$ cat src/rtl/at_pkg.sv
// Package: register addresses and control-word bit positions shared by the
// alarm timer modules. Assumes a 2-bit word address.
package at_pkg;
    localparam int ADDR_W   = 2;
    localparam logic [ADDR_W-1:0] A_CTRL  = 2'd0;
    localparam logic [ADDR_W-1:0] A_STAGE = 2'd1;
    localparam logic [ADDR_W-1:0] A_ALARM = 2'd2;
    localparam int B_RUN   = 0;
    localparam int B_AUTO  = 1;
    localparam int B_EN    = 2;
    localparam int B_LOAD  = 3;
    localparam int B_SNAP  = 4;
    localparam int B_FLAG  = 5;
    localparam int CTRL_BITS = 6;
endpackage

$ cat src/rtl/at_counter.sv
// Module: at_counter
// The timer itself. Priority per clock: load from staging, auto-reset clear
// after a match, increment while running, hold. Assumes load_pend lasts
// exactly one cycle. The match output is a compare on registered state.
module at_counter #(
    parameter int W = 32
) (
    input  logic         clk,
    input  logic         rst_n,
    input  logic         run,
    input  logic         auto_rst,
    input  logic         load_pend,
    input  logic [W-1:0] load_val,
    input  logic [W-1:0] alarm_val,
    output logic [W-1:0] count,
    output logic         match
);
    // Compare the current count with the alarm register
    always_comb match = (count == alarm_val);

    // Advance, clear or load the count
    always_ff @(posedge clk) begin
        if (!rst_n)
            count <= '0;
        else if (load_pend)
            count <= load_val;
        else if (run && match && auto_rst)
            count <= '0;
        else if (run)
            count <= count + 1'b1;
    end
endmodule

$ cat src/rtl/at_regs.sv
// Module: at_regs
// Bus-facing register file: control word, staging register and alarm
// register, the one-cycle load/snapshot command bits and the sticky flag.
// Assumes one write per cycle and a combinational read path.
module at_regs
    import at_pkg::*;
#(
    parameter int W = 32
) (
    input  logic              clk,
    input  logic              rst_n,
    input  logic [ADDR_W-1:0] bus_addr,
    input  logic [W-1:0]      bus_wdata,
    input  logic              bus_we,
    input  logic [W-1:0]      count,
    input  logic              match,
    output logic              run,
    output logic              auto_rst,
    output logic              alarm_en,
    output logic              load_pend,
    output logic              snap_pend,
    output logic              flag,
    output logic [W-1:0]      stage,
    output logic [W-1:0]      alarm_val,
    output logic [W-1:0]      bus_rdata
);
    localparam int PAD = W - CTRL_BITS;

    logic wr_ctrl, wr_stage, wr_alarm;

    // Decode the write strobe per register
    always_comb begin
        wr_ctrl  = bus_we && (bus_addr == A_CTRL);
        wr_stage = bus_we && (bus_addr == A_STAGE);
        wr_alarm = bus_we && (bus_addr == A_ALARM);
    end

    // Mode bits and the self-clearing command bits
    always_ff @(posedge clk) begin
        if (!rst_n) begin
            run       <= 1'b0;
            auto_rst  <= 1'b0;
            alarm_en  <= 1'b0;
            load_pend <= 1'b0;
            snap_pend <= 1'b0;
        end else begin
            if (wr_ctrl) begin
                run      <= bus_wdata[B_RUN];
                auto_rst <= bus_wdata[B_AUTO];
                alarm_en <= bus_wdata[B_EN];
            end
            load_pend <= wr_ctrl && bus_wdata[B_LOAD];
            snap_pend <= wr_ctrl && bus_wdata[B_SNAP];
        end
    end

    // Sticky alarm flag: a match sets it, write-one clears it
    always_ff @(posedge clk) begin
        if (!rst_n)
            flag <= 1'b0;
        else if (run && match)
            flag <= 1'b1;
        else if (wr_ctrl && bus_wdata[B_FLAG])
            flag <= 1'b0;
    end

    // Staging register: a snapshot wins over a bus write
    always_ff @(posedge clk) begin
        if (!rst_n)
            stage <= '0;
        else if (snap_pend)
            stage <= count;
        else if (wr_stage)
            stage <= bus_wdata;
    end

    // Alarm compare value
    always_ff @(posedge clk) begin
        if (!rst_n)
            alarm_val <= '1;
        else if (wr_alarm)
            alarm_val <= bus_wdata;
    end

    // Read multiplexer, address 3 reads zero
    always_comb begin
        unique case (bus_addr)
            A_CTRL:  bus_rdata = {{PAD{1'b0}}, flag, snap_pend, load_pend,
                                  alarm_en, auto_rst, run};
            A_STAGE: bus_rdata = stage;
            A_ALARM: bus_rdata = alarm_val;
            default: bus_rdata = '0;
        endcase
    end
endmodule

$ cat src/rtl/alarm_timer.sv
// Module: alarm_timer (top)
// Alarm timer with a staging register for load and snapshot. Assumes the bus
// and the counter share clk. The interrupt is the flag gated by the enable.
module alarm_timer
    import at_pkg::*;
#(
    parameter int W = 32
) (
    input  logic              clk,
    input  logic              rst_n,
    input  logic [ADDR_W-1:0] bus_addr,
    input  logic [W-1:0]      bus_wdata,
    input  logic              bus_we,
    output logic [W-1:0]      bus_rdata,
    output logic              alarm_irq
);
    logic         run, auto_rst, alarm_en, load_pend, snap_pend, flag, match;
    logic [W-1:0] stage, alarm_val, count;

    at_regs #(.W(W)) u_regs (
        .clk(clk), .rst_n(rst_n), .bus_addr(bus_addr), .bus_wdata(bus_wdata),
        .bus_we(bus_we), .count(count), .match(match), .run(run),
        .auto_rst(auto_rst), .alarm_en(alarm_en), .load_pend(load_pend),
        .snap_pend(snap_pend), .flag(flag), .stage(stage),
        .alarm_val(alarm_val), .bus_rdata(bus_rdata)
    );

    at_counter #(.W(W)) u_cnt (
        .clk(clk), .rst_n(rst_n), .run(run), .auto_rst(auto_rst),
        .load_pend(load_pend), .load_val(stage), .alarm_val(alarm_val),
        .count(count), .match(match)
    );

    // Gate the sticky flag onto the interrupt/wake output
    always_comb alarm_irq = flag && alarm_en;
endmodule

$ cat config.mk
export PLATFORM = sky130hd
export DESIGN_NAME = alarm_timer
export DESIGN_NICKNAME = d
export VERILOG_FILES = /design/src/rtl/at_pkg.sv /design/src/rtl/at_counter.sv /design/src/rtl/at_regs.sv /design/src/rtl/alarm_timer.sv
export SDC_FILE = /design/constraint.sdc
export NUM_CORES = 1
export LEC_CHECK = 0
export BUFFER_PORTS_ARGS = -buffer_cell sky130_fd_sc_hd__clkbuf_2
export CORE_MARGIN = 4
export CORE_UTILIZATION = 25
export CTS_CLUSTER_SIZE = 25
export DETAILED_ROUTE_END_ITERATION = 16
export SLEW_MARGIN = 20
export SYNTH_ARGS = -nofsm -noshare
export SYNTH_HDL_FRONTEND = slang
export SYNTH_SLANG_ARGS = --single-unit
$ cat constraint.sdc
create_clock -name clk -period 2.5 [get_ports clk]
set_input_delay 0.125 -clock clk [delete_from_list [all_inputs] [get_ports clk]]
set_output_delay 0.125 -clock clk [all_outputs]
set_load 0.02 [all_outputs]
After elaboration in Yosys (flattened, before gate mapping)

Cells that the tools add are included.
Widths: inputs -> output; s select.

Reduce and logical (&&, ||, !) cells: 13
Eq/ne operators: 3
Add/sub/neg operators: 1
Muxes and demuxes: 8

Operator list:

| operator              | count |
|---|---|
| $mux 32               | 5 |
| $pmux 32 s3           | 1 |
| $add 32x1->32 const B | 1 |
| $eq 32x32->1          | 1 |
| $logic_and 1x1->1     | 9 |
| $reduce_bool 2->1     | 2 |
| $reduce_bool 3->1     | 1 |
| $eq 2x1->1 const B    | 1 |
| $eq 2x2->1 const B    | 1 |
| $logic_not 2->1       | 1 |
| $mux 1                | 2 |

Input bits: 37
Bits in registers: 102
Logic and storage cells: 34
Output and inout port bits: 33

Longest topological paths before layout

Word-level depth: 5
Depth in mapped cells: 9

By module

From an unflattened synthesis, not the netlist that was laid out.

Cell total of the unflattened synthesis: 671
Area, all modules: 5,657.9 µm²

By module, submodules not included:

| module      | cells each | seq. area each (µm²) | area each (µm²) | instances |
|---|---|---|---|---|
| at_regs     | 362        | 1,401.3              | 3,280.6         | 1 |
| at_counter  | 308        | 640.6                | 2,371.0         | 1 |
| alarm_timer | 1          | 0.0                  | 6.3             | 1 |

Least setup slack after synthesis

OpenSTA, ideal clock, no wires.

Kind: reg2reg
Start point: register u_cnt.count[10]
End point: register u_cnt.count[20]
Data required time: 2.383 ns
Cell stages (with the launch flop): 9
Setup time: 0.117 ns
Arrival time: 2.033 ns
Setup slack: 0.349 ns
Path through: dfxtp_1 -> buf_6 -> xnor2_2 -> nand4_1 -> or4_1 -> or4_1 -> buf_6 -> buf_8 -> a32o_1

Cells in the longest elaborated chain, start to end: 5
Elaborated cells on any way between the ends: 8

Ends and longest elaborated chain:

| item                                                  | line             | text |
|---|---|---|
| start: declaration                                    | at_counter.sv:15 | `output logic [W-1:0] count,` |
| start signal: assignment                              | at_counter.sv:26 | `count <= load_val;` |
| start signal: assignment                              | at_counter.sv:30 | `count <= count + 1'b1;` |
| branches (longest 5 deep; another with $add 32x1->32) | n/a              |  |

Parallel ways; which one is timed is not known. The select of a mux whose other input is x is not followed.
A chain may end at the register's enable or synchronous reset.

Worst setup path after layout

Start point: register u_cnt.count[22]
End point: register u_cnt.count[20]

Cells in the longest elaborated chain, start to end: 5
Elaborated cells on any way between the ends: 6

Ends and longest elaborated chain:

| item                               | line             | text |
|---|---|---|
| $eq 32x32->1 (*)                   | at_counter.sv:19 | `always_comb match = (count == alarm_val);` |
| $logic_and 1x1->1 (*) (2 in a row) | at_counter.sv:27 | `else if (run && match && auto_rst)` |
| $mux 32                            | at_counter.sv:27 |  |
| $mux 32                            | at_counter.sv:25 | `else if (load_pend)` |

Every way passes the cells marked *; elsewhere a longest branch is shown, timed or not.

==> impl_metrics.yaml <==
clocking:
  ctsRootBufferMaster: "sky130_fd_sc_hd__clkbuf_16"
  insertion_delay_ns: 0.35
  cts_sinks: 102
  post_cts_hold_buffer_count: 17
  clkTransAtPathRegs_ns: 0.07
  postCtsSetupRepairBufs: 0
  number_of_buffers_created_by_cts: 9
  clock_tree.htree_level_count: 3
  cts_tree: "done"
  post_cts_resize_count: 0
  cts-root-to-sink-buffers: 2
global_route:
  grt_use_met2_pct: 22.5
  vias_in_the_first_global_route: 4984
  grt_start_max_net_pins: 65
  globalRoute.totalOverflow: 0
  grtUsageMet3_pct: 2.88
  gr-usage-met1_pct: 21.0
  antenna_found_initial: 0
  grt_pass1_wl_um: 28300
  track_usage_pct: 14.7
  grt-busiest-layer: "met2"
sta:
  setup_viol_count_final: 0
  fin_worst_skew_ns: 0.00487
  timing.final.max_slew_violations: 0
  finalCriticalPeriod_ns: 2.37
  maxClockFrequency_mhz: 422
  hold_viol: 0
  final.setup.tns_ns: 0
  finalCritPeriodShare_pct: 94.7
  finalHoldWorstSlack_ns: 0.00842
  worst_slew_pin_slew_ns: 0.568
  timing.slew.headroom_pct: 62.1
  rsz0062_at_grt: "false"
run:
  max_cap_viol_count: 0
logic_synthesis:
  synthesis_warning_total: 0
  syn-instance-count: 679
  synth-async-reset-ratio_pct: 0
  synth.net_count: 717
  synth_enable_flop_cells: 0
  synth_top_area_share_pct: 37.0
  flip_flop_and_latch_count_after_synthesis: 102
  library_cell_with_the_largest_summed_area_after_synthesis: "sky130_fd_sc_hd__dfxtp_1"
  syn_area_per_cell_um2: 8.12
  ys_seq_area_share_pct: 37.0
  yosysUniqueCellTypes: 42
  syn_area_mm2: 0.00551
  ys_dominant_reg_cell: "sky130_fd_sc_hd__dfxtp_1"
  synthTopCellsByArea: "sky130_fd_sc_hd__dfxtp_1, sky130_fd_sc_hd__nand2_1, sky130_fd_sc_hd__mux2i_1, sky130_fd_sc_hd__nand3_1, sky130_fd_sc_hd__xor2_1"
worst_setup_path:
  worst_path_largest_cell_delay_ns: 0.53
  cpMostUsedCell: "sky130_fd_sc_hd__or4_1"
  path_cells: "xnor2_1 -> nand4_1 -> or4_1 -> or4_1 -> buf_4 -> a32o_1"
  worstPathArrival_ns: 2.61
  critical_path_buf_inv_count: 1
  cp_top_family: "simple AND/OR/NAND/NOR gates"
  timing.critical_path.to_type: "flop"
  worst-endpoint-required_ns: 2.75
  critPathMaxFanout: 10
  worstSetupStartpointType: "flop"
  cp_slowest_cell: "sky130_fd_sc_hd__or4_1"
  critical_path_class: "reg2reg"
floorplanning:
  design.die.area_mm2: 0.0245
  top_level_ports: 70
  placeable_core_region_mm2: 0.0218
  std_cell_rows: 54
  start_util_pct: 25.3
  die_w_um: 156
  die_height_um: 156
final_layout:
  final_nets: 794
  mostFrequentLayoutCell: "sky130_fd_sc_hd__nand2_1"
  layout-drive-gt1-share_pct: 17.9
  area_growth_syn_to_layout_pct: 23.1
  antennaDiodeCount: 0
  fillerInstances: 2341
  final_cell_mix: "sky130_fd_sc_hd__nand2_1, sky130_fd_sc_hd__dfxtp_1, sky130_fd_sc_hd__clkbuf_2, sky130_fd_sc_hd__nand3_1, sky130_fd_sc_hd__nor2_1"
  finish.utilization_pct: 31.2
drt:
  drc: 0
  antenna_viol_nets_final: 0
  detail_route.wirelength_um: 17800
  vias_after_detailed_routing: 5114
  detailedRoute.firstIterationViolations: 419
  vias_per_cell: 4.91
  first_pass_iters: 5
  post_drt_wl_per_cell_um: 17.1
pwr:
  power.density_mw_per_mm2: 566
  ir_worst_vdd_v: 0.000241
  report.power.total_w: 0.00384
  p_leak_nw: 2.62
placement:
  detailedPlacementHpwl_um: 12700
  place.port_buffers: 69
  globalplace.congestion: 0.896
min_path:
  timing.hold.worst.class: "in2reg"
status:
  run_status: "completed"
==> synth_stat cells (all sizes together), types with 2 or more instances <==
library cell,n
nand2,108
dfxtp,102
nand3,55
nor2,49
clkbuf,47
mux2i,40
a211oi,33
a21oi,30
xnor2,30
xor2,30
a22o,26
buf,17
nor3b,14
nand4,11
o21ai,11
o31ai,11
nor4,9
and3,8
a32o,7
inv,5
nor3,5
and4,4
nand2b,4
a22oi,3
and2,3
nor2b,3
or4,3
a21o,2
==> registers in the layout, summed over array words and instances (netlist names) <==
register / count
u_regs.alarm_en: 1
u_regs.snap_pend: 1
u_regs.run: 1
u_regs.load_pend: 1
u_cnt.count: 32
u_regs.flag: 1
u_regs.auto_rst: 1
u_regs.stage: 32
u_regs.alarm_val: 32
==> path summary, 6_finish.rpt <==
kind	from	end	slack, ns	depth (start not counted)
worst max register to register	u_cnt.count[22]	u_cnt.count[20]	0.13	6
worst min register to register	u_regs.stage[7]	u_cnt.count[7]	0.50	2
worst max-delay path	u_cnt.count[22]	u_cnt.count[20]	0.13	6
worst min-delay path	bus_wdata[18]	u_regs.alarm_val[18]	0.008	3
==> per-layer routing <==
metal	wire length (um)	up-vias
met2	7860	125
met5	0	-
li1	-	2540
met4	261	0
met1	8760	2435
met3	970	14
==> logic make-up (layout without fill, tap and decap cells) <==
| group | count (synthesis) | in the layout | synth area share, % |
|---|---|---|---|
| buffers and inverters | 70 | 152 | 5.51 |
| AOI/OAI and AO/OA | 127 | 127 | 16.3 |
| adders and majority gates | 1 | 1 | 0.227 |
| DFF | 102 | 102 | 37.0 |
| xor gates and xnor gates | 60 | 60 | 9.80 |
| and+or+nand+nor | 279 | 279 | 23.8 |
| muxes | 40 | 40 | 7.26 |
==> stage by stage <==
step	cells	worst slack, ns	cell area [um2]
4_1_cts	1041	0.168	6780
3_5_place_dp	1008	0.181	6280
5_1_grt	1041	0.0770	6780
2_1_floorplan	679	0.349	5510
3_3_place_gp	1008	0.223	6280
6_report	1041	0.132	6780
==> tightest hold or removal path: cells and delay by family <==
family | cells | cell delay, ns
simple gates | 2 | 0.10
buf+inv | 1 | 0.10
==> cell type report <==
class / count / area [um2] / area share [%]
Clock inverter: 3 / 65.1 / 0.959
Tap cell: 280 / 350 / 5.16
Timing Repair Buffer: 130 / 858 / 12.7
Inverter: 6 / 22.5 / 0.332
Sequential cell: 102 / 2040 / 30.1
Clock buffer: 13 / 270 / 3.98
Multi-Input combinational cell: 507 / 3170 / 46.8
==> power by group <==
part	switching, W	internal (W)
sequential	0.0000685	0.00169
combinational	0.000292	0.000198
clock	0.000633	0.000959
total	0.000993	0.00285
No activity file was read; power rests on OpenSTA's default activity.
